**src/rtl/scr_mbx_pkg.sv**
```systemverilog
// Package: verb codes and decoded operation type shared by the mailbox.
// Assumes 12-bit verbs; byte-write verbs are consecutive codes.
package scr_mbx_pkg;
    localparam logic [11:0] VERB_READ = 12'hFA6;
    localparam logic [11:0] VERB_WB0  = 12'hFA7;
    localparam logic [11:0] VERB_WB1  = 12'hFA8;
    localparam logic [11:0] VERB_WB2  = 12'hFA9;
    localparam logic [11:0] VERB_WB3  = 12'hFAA;
    localparam logic [11:0] VERB_TRIG = 12'hF80;

    typedef enum logic [2:0] {
        OP_NONE,
        OP_READ,
        OP_WB0,
        OP_WB1,
        OP_WB2,
        OP_WB3,
        OP_TRIG
    } scr_op_e;
endpackage

```
**src/rtl/scr_mbx_decode.sv**
```systemverilog
// Module: combinational command decoder.
// Maps node ID to a mailbox slot and verb to an operation.
// Assumes NID_W >= SLOT_W and that converter node IDs are contiguous.
module scr_mbx_decode
    import scr_mbx_pkg::*;
#(
    parameter int NUM_CVT      = 4,
    parameter int NID_W        = 8,
    parameter int AFG_NID      = 1,
    parameter int CVT_NID_BASE = 2,
    parameter int SLOT_W       = (NUM_CVT > 1) ? $clog2(NUM_CVT) : 1
) (
    input  logic              cmd_valid_i,
    input  logic [NID_W-1:0]  cmd_nid_i,
    input  logic [11:0]       cmd_verb_i,
    input  logic              per_cvt_i,
    output scr_op_e           op_o,
    output logic              hit_o,
    output logic [SLOT_W-1:0] slot_o
);
    logic [NID_W-1:0] offs;

    // Node match: shared mode answers at the function group, per-converter at a range.
    always_comb begin
        offs = cmd_nid_i - NID_W'(CVT_NID_BASE);
        if (per_cvt_i) begin
            hit_o  = (cmd_nid_i >= NID_W'(CVT_NID_BASE)) && (offs < NID_W'(NUM_CVT));
            slot_o = offs[SLOT_W-1:0];
        end else begin
            hit_o  = (cmd_nid_i == NID_W'(AFG_NID));
            slot_o = '0;
        end
    end

    // Verb decode: unknown verbs and idle cycles become OP_NONE.
    always_comb begin
        op_o = OP_NONE;
        if (cmd_valid_i) begin
            case (cmd_verb_i)
                VERB_READ: op_o = OP_READ;
                VERB_WB0:  op_o = OP_WB0;
                VERB_WB1:  op_o = OP_WB1;
                VERB_WB2:  op_o = OP_WB2;
                VERB_WB3:  op_o = OP_WB3;
                VERB_TRIG: op_o = OP_TRIG;
                default:   op_o = OP_NONE;
            endcase
        end
    end
endmodule

```
**src/rtl/scr_mbx_slot.sv**
```systemverilog
// Module: one 32-bit mailbox with byte writes and interrupt generation.
// Assumes the caller qualifies sel_i with a node match; op_i carries the verb.
module scr_mbx_slot
    import scr_mbx_pkg::*;
(
    input  logic        clk,
    input  logic        rst_n,
    input  logic        sel_i,
    input  scr_op_e     op_i,
    input  logic [7:0]  data_i,
    input  logic        trig_mode_i,
    output logic [31:0] value_o,
    output logic        irq_o
);
    logic fire;

    // Trigger decision: bit-31 flip in legacy mode, nonzero trigger verb otherwise.
    always_comb begin
        fire = 1'b0;
        if (sel_i && !trig_mode_i && op_i == OP_WB3)
            fire = (data_i[7] != value_o[31]);
        if (sel_i && trig_mode_i && op_i == OP_TRIG)
            fire = (data_i != 8'h00);
    end

    // Mailbox storage: load the addressed byte lane.
    always_ff @(posedge clk) begin
        if (!rst_n) begin
            value_o <= '0;
        end else if (sel_i) begin
            case (op_i)
                OP_WB0:  value_o[7:0]   <= data_i;
                OP_WB1:  value_o[15:8]  <= data_i;
                OP_WB2:  value_o[23:16] <= data_i;
                OP_WB3:  value_o[31:24] <= data_i;
                default: value_o        <= value_o;
            endcase
        end
    end

    // Interrupt pulse register: high for the single cycle after a trigger.
    always_ff @(posedge clk) begin
        if (!rst_n) irq_o <= 1'b0;
        else        irq_o <= fire;
    end

    AST_LEGACY_FLIP: assert property (@(posedge clk) disable iff (!rst_n)
        (irq_o && !$past(trig_mode_i)) |-> (value_o[31] != $past(value_o[31])));
    AST_VERB_NONZERO: assert property (@(posedge clk) disable iff (!rst_n)
        (irq_o && $past(trig_mode_i)) |-> ($past(op_i == OP_TRIG) && $past(data_i != 8'h00)));
    AST_HOLD_UNSELECTED: assert property (@(posedge clk) disable iff (!rst_n)
        !$past(sel_i) |-> $stable(value_o));
endmodule

```
**src/rtl/scr_mailbox.sv**
```systemverilog
// Module: top of the scratch mailbox; decodes commands, holds one or
// NUM_CVT mailboxes, returns reads one cycle later and drives interrupts.
// Assumes at most one command per cycle; mode inputs are quasi-static.
module scr_mailbox
    import scr_mbx_pkg::*;
#(
    parameter int NUM_CVT      = 4,
    parameter int NID_W        = 8,
    parameter int AFG_NID      = 1,
    parameter int CVT_NID_BASE = 2
) (
    input  logic               clk,
    input  logic               rst_n,
    input  logic               trig_mode_i,
    input  logic               per_cvt_i,
    input  logic               cmd_valid_i,
    input  logic [NID_W-1:0]   cmd_nid_i,
    input  logic [11:0]        cmd_verb_i,
    input  logic [7:0]         cmd_data_i,
    output logic               rsp_valid_o,
    output logic [31:0]        rsp_data_o,
    output logic [NUM_CVT-1:0] irq_o
);
    localparam int SLOT_W = (NUM_CVT > 1) ? $clog2(NUM_CVT) : 1;

    scr_op_e           op;
    logic              hit;
    logic [SLOT_W-1:0] slot;
    logic [31:0]       slot_val [NUM_CVT];

    scr_mbx_decode #(
        .NUM_CVT(NUM_CVT), .NID_W(NID_W), .AFG_NID(AFG_NID),
        .CVT_NID_BASE(CVT_NID_BASE), .SLOT_W(SLOT_W)
    ) u_decode (
        .cmd_valid_i(cmd_valid_i),
        .cmd_nid_i  (cmd_nid_i),
        .cmd_verb_i (cmd_verb_i),
        .per_cvt_i  (per_cvt_i),
        .op_o       (op),
        .hit_o      (hit),
        .slot_o     (slot)
    );

    for (genvar gi = 0; gi < NUM_CVT; gi++) begin : g_slot
        scr_mbx_slot u_slot (
            .clk        (clk),
            .rst_n      (rst_n),
            .sel_i      (hit && (slot == SLOT_W'(gi))),
            .op_i       (op),
            .data_i     (cmd_data_i),
            .trig_mode_i(trig_mode_i),
            .value_o    (slot_val[gi]),
            .irq_o      (irq_o[gi])
        );
    end

    // Read response: registered word of the addressed slot, zero when unmatched.
    always_ff @(posedge clk) begin
        if (!rst_n) begin
            rsp_valid_o <= 1'b0;
            rsp_data_o  <= '0;
        end else begin
            rsp_valid_o <= (op == OP_READ);
            rsp_data_o  <= (op == OP_READ && hit) ? slot_val[slot] : 32'h0;
        end
    end

    AST_RSP_AFTER_READ: assert property (@(posedge clk) disable iff (!rst_n)
        rsp_valid_o |-> ($past(cmd_valid_i) && $past(cmd_verb_i) == VERB_READ));
    AST_IRQ_SINGLE: assert property (@(posedge clk) disable iff (!rst_n)
        $onehot0(irq_o));
    AST_SHARED_LINE0: assert property (@(posedge clk) disable iff (!rst_n)
        ((irq_o >> 1) != '0) |-> $past(per_cvt_i));
endmodule

```
**config.mk**
```make
export PLATFORM = sky130hd
export DESIGN_NAME = scr_mailbox
export DESIGN_NICKNAME = d
export VERILOG_FILES = /design/src/rtl/scr_mbx_pkg.sv /design/src/rtl/scr_mbx_decode.sv /design/src/rtl/scr_mbx_slot.sv /design/src/rtl/scr_mailbox.sv
export SDC_FILE = /design/constraint.sdc
export NUM_CORES = 1
export LEC_CHECK = 0
export BUFFER_PORTS_ARGS = -buffer_cell sky130_fd_sc_hd__buf_2
export CORE_MARGIN = 2
export CORE_UTILIZATION = 53
export CTS_BUF_LIST = sky130_fd_sc_hd__clkbuf_2
export DETAILED_ROUTE_END_ITERATION = 10
export PLACE_DENSITY = 0.82
export SETUP_SLACK_MARGIN = 0.05
export SYNTH_ARGS = -nofsm -noshare
export SYNTH_HDL_FRONTEND = slang
export SYNTH_SLANG_ARGS = --single-unit
```
**constraint.sdc**
```tcl
create_clock -name clk -period 3.4 [get_ports clk]
set_input_delay 0.17 -clock clk [delete_from_list [all_inputs] [get_ports clk]]
set_output_delay 0.17 -clock clk [all_outputs]
set_load 0.01 [all_outputs]
```
==> results.cfg <==
[grt]
grtUsageTotal_pct = 25.6
antenna_found_initial = 1
grt_overflow = 0
grt_pass1_wl_um = 27900
grt_max_degree = 83
grt_pass1_vias = 5409

[hold_path]
hold_path_depth = 4
hold_path.class = input pin to flip-flop
hold_start = cmd_nid_i[4]
min_to = g_slot[1].u_slot.irq_o

[timing]
relSlewSlack_pct = 45.1
setup-violations-final = 0
drv_slew = 0
finalHoldViolCount = 0
post-route-min-period_ns = 3.28
rsz0062_at_grt = false
final.setup_skew_ns = 0.0182
fin_setup_tns_ns = 0
period_share_pct = 96.4
fmax_ghz = 0.305
tightest_slew_ns = 0.824

[worst_setup_path]
crit_chain = dlygate4sd3_1 -> buf_2 -> nand3b_1 -> or4_1 -> nor3_4 -> dlygate4sd3_1 -> nand2_1 -> dlygate4sd3_1 -> a211oi_1 -> dlygate4sd3_1
cp_top_family = buffers and inverters
reg2reg_depth = 5
startpoint_type = input pin
r2r_end = g_slot[2].u_slot.irq_o
cp-end-kind = flip-flop
cpMostUsedCell = dlygate4sd3_1
crit_buf_inv = 5
cp.arrival_ns = 3.98
cp_slowest_stage_delay_ns = 0.64
critPathMaxFanout = 6
r2r_slack_ns = 1.35
r2r_start = g_slot[2].u_slot.value_o[31]
slowest_stage = dlygate4sd3_1
worst-setup-path-type = input pin to flip-flop
cp.required_ns = 4.10

[routing]
ant_nets = 0
dr.pass1.iters = 6
drtIter0Drc = 448
num_vias = 5466
drcViolationCount = 0
viasPerCell = 5.90
detail_route.wl_per_cell_um = 19.0
routed_wl_um = 17600

[power_and_ir_drop]
combinationalPowerShare_pct = 5.9
power-per-cell-area_nw_per_um2 = 412
p_clk_share_pct = 33.0
pwr-share-seq_pct = 61.1
switching_share_pct = 26.5
p_switching_mw = 0.842
ir_worst_vdd_v = 0.000174
p_leak_nw = 3.51
p_int_mw = 2.33

[clock_tree]
cts.sinks = 165
clock_latency_ns = 0.73
root_buffer = clkbuf_2
htreeDepth = 4
clk_pin_slew_ns = 0.24
clock_path_buffers = 2
cts_inserted_buffers = 17
cts_tree = done

[synth]
synth_edf_count = 0
synth_cells = 672
syn-num-nets = 706
yosysWarnings = 0
ys_ff_latch = 165
synthTopCellsByCount = 165 x dfxtp_1, 128 x mux2i_1, 124 x nand2_1, 64 x a22oi_1, 39 x clkbuf_1
netlist.area_leader.share_pct = 48.4
seq_area_frac_synth_pct = 48.4
syn_area_um2 = 6830
synth_most_common_cell = dfxtp_1
synth_area_leader_cell = dfxtp_1
ys_top_cells_by_area = dfxtp_1 48%, mux2i_1 19%, a22oi_1 7.0%
syn_area_per_cell_um2 = 10.2
ys_types = 48
synth_ff_type = dfxtp_1
async_reset_ff_share_pct = 0

[run_status]
status = completed

[floorplanning]
die_y_um = 117
io_pins = 70
dieArea_um2 = 13800
std_cell_rows = 41
initial_core_util_pct = 54.1
core_area_um2 = 12600
die_x_um = 117

[placed_design]
dp_cells = 871
port_buffers = 69
dp_hpwl_um = 11100
gp_congestion = 0.919

[flow_run]
maxCapViolations = 0

[cells_and_area]
finalNonFillerCells = 926
fin_nets = 774
syn_to_final_growth_pct = 12.8
drive_above_1_share_pct = 18.5
final cells by class:
class / count / area [µm²]
clock buffers: 17 / 85.1
inverters: 3 / 11.3
repair buffers: 100 / 633
clock inverters: 15 / 156
multi-input cells: 453 / 3300
well taps: 172 / 215
flip-flops and latches: 165 / 3300
diodes: 1 / 2.50
fillers: 1071 / 4920
cells in the final DEF (no fill, tap or decap), types with 11 or more instances in the layout:
cell type	n
nor2_1	25
buf_2	68
a22oi_1	64
dfxtp_1	165
nand2_1	124
dlygate4sd3_1	21
clkbuf_2	17
mux2i_1	128
buf_4	11
a21oi_1	34
worst max path at each step:
stage	from	endpoint	slack [ns]	cells after the start
CTS	cmd_verb_i[2]	g_slot[2].u_slot.irq_o	0.28	10
detailed placement	cmd_nid_i[1]	rsp_data_o[28]	0.96	9
floorplan	cmd_nid_i[1]	g_slot[0].u_slot.value_o[31]	1.55	6
finish	cmd_verb_i[2]	g_slot[2].u_slot.irq_o	0.12	10
global placement	cmd_nid_i[1]	g_slot[3].u_slot.value_o[28]	1.05	8
global route	cmd_verb_i[2]	g_slot[2].u_slot.irq_o	0.07	10
registers in the layout, summed over array words and instances, names as in the netlist:
| signal | flops |
|---|---|
| rsp_data_o | 32 |
| g_slot.u_slot.irq_o | 4 |
| rsp_valid_o | 1 |
| g_slot.u_slot.value_o | 128 |
power by group through the flow:
stage / logic (mW) / clock network, mW / registers [mW]
detailed placement: 0.168 / 0 / 1.98
finish: 0.187 / 1.05 / 1.94
global placement: 0.163 / 0 / 1.98
floorplan: 0.103 / 0 / 1.98
global route: 0.198 / 1.15 / 1.94
CTS: 0.182 / 1.06 / 1.94
cells by family (layout without fill, tap and decap cells):
family | count (synthesis) | in the layout | share of synthesized area, %
simple gates | 209 | 209 | 17.2
flops | 165 | 165 | 48.4
mux | 128 | 128 | 18.8
compound gates | 109 | 109 | 11.1
buf+inv | 54 | 135 | 3.54
xor+xnor | 6 | 6 | 0.770
fa+ha+maj | 1 | 1 | 0.183
other cells | 0 | 1 | 0
routing by layer:
metal  GRT usage, %  wire length [µm]
met1           32.6              7250
met2           43.1              8720
met3           5.77              1410
met4           8.28               251
met5              0                 0
through the flow:
stage               utilization (%)  power, mW  hold WS [ns]  instance area (µm²)  setup slack (ns)
CTS                            60.9       3.18        0.0127                 7690             0.279
finish                         61.0       3.17        0.0667                 7700             0.122
floorplan                         -       2.08         0.313                 6830              1.55
global route                   61.0       3.29        0.0178                 7700            0.0669
detailed placement             57.3       2.14         0.448                 7240             0.957
global placement               57.3       2.14         0.442                 7240              1.05
worst min-delay path: cells and delay by family:
| kind | cells | cell delay (ns) |
|---|---|---|
| simple gates | 1 | 0.26 |
| compound gates | 2 | 0.22 |
| buf+inv | 1 | 0.10 |
repair_timing:
action | CTS | global route
setup buffers | 0 | 1
hold buffers | 21 | 0
resized for setup | 0 | 1
hold endpoints to repair | 53 | 0
setup endpoints to repair | 0 | 1
No activity file was read; power rests on OpenSTA's default activity.
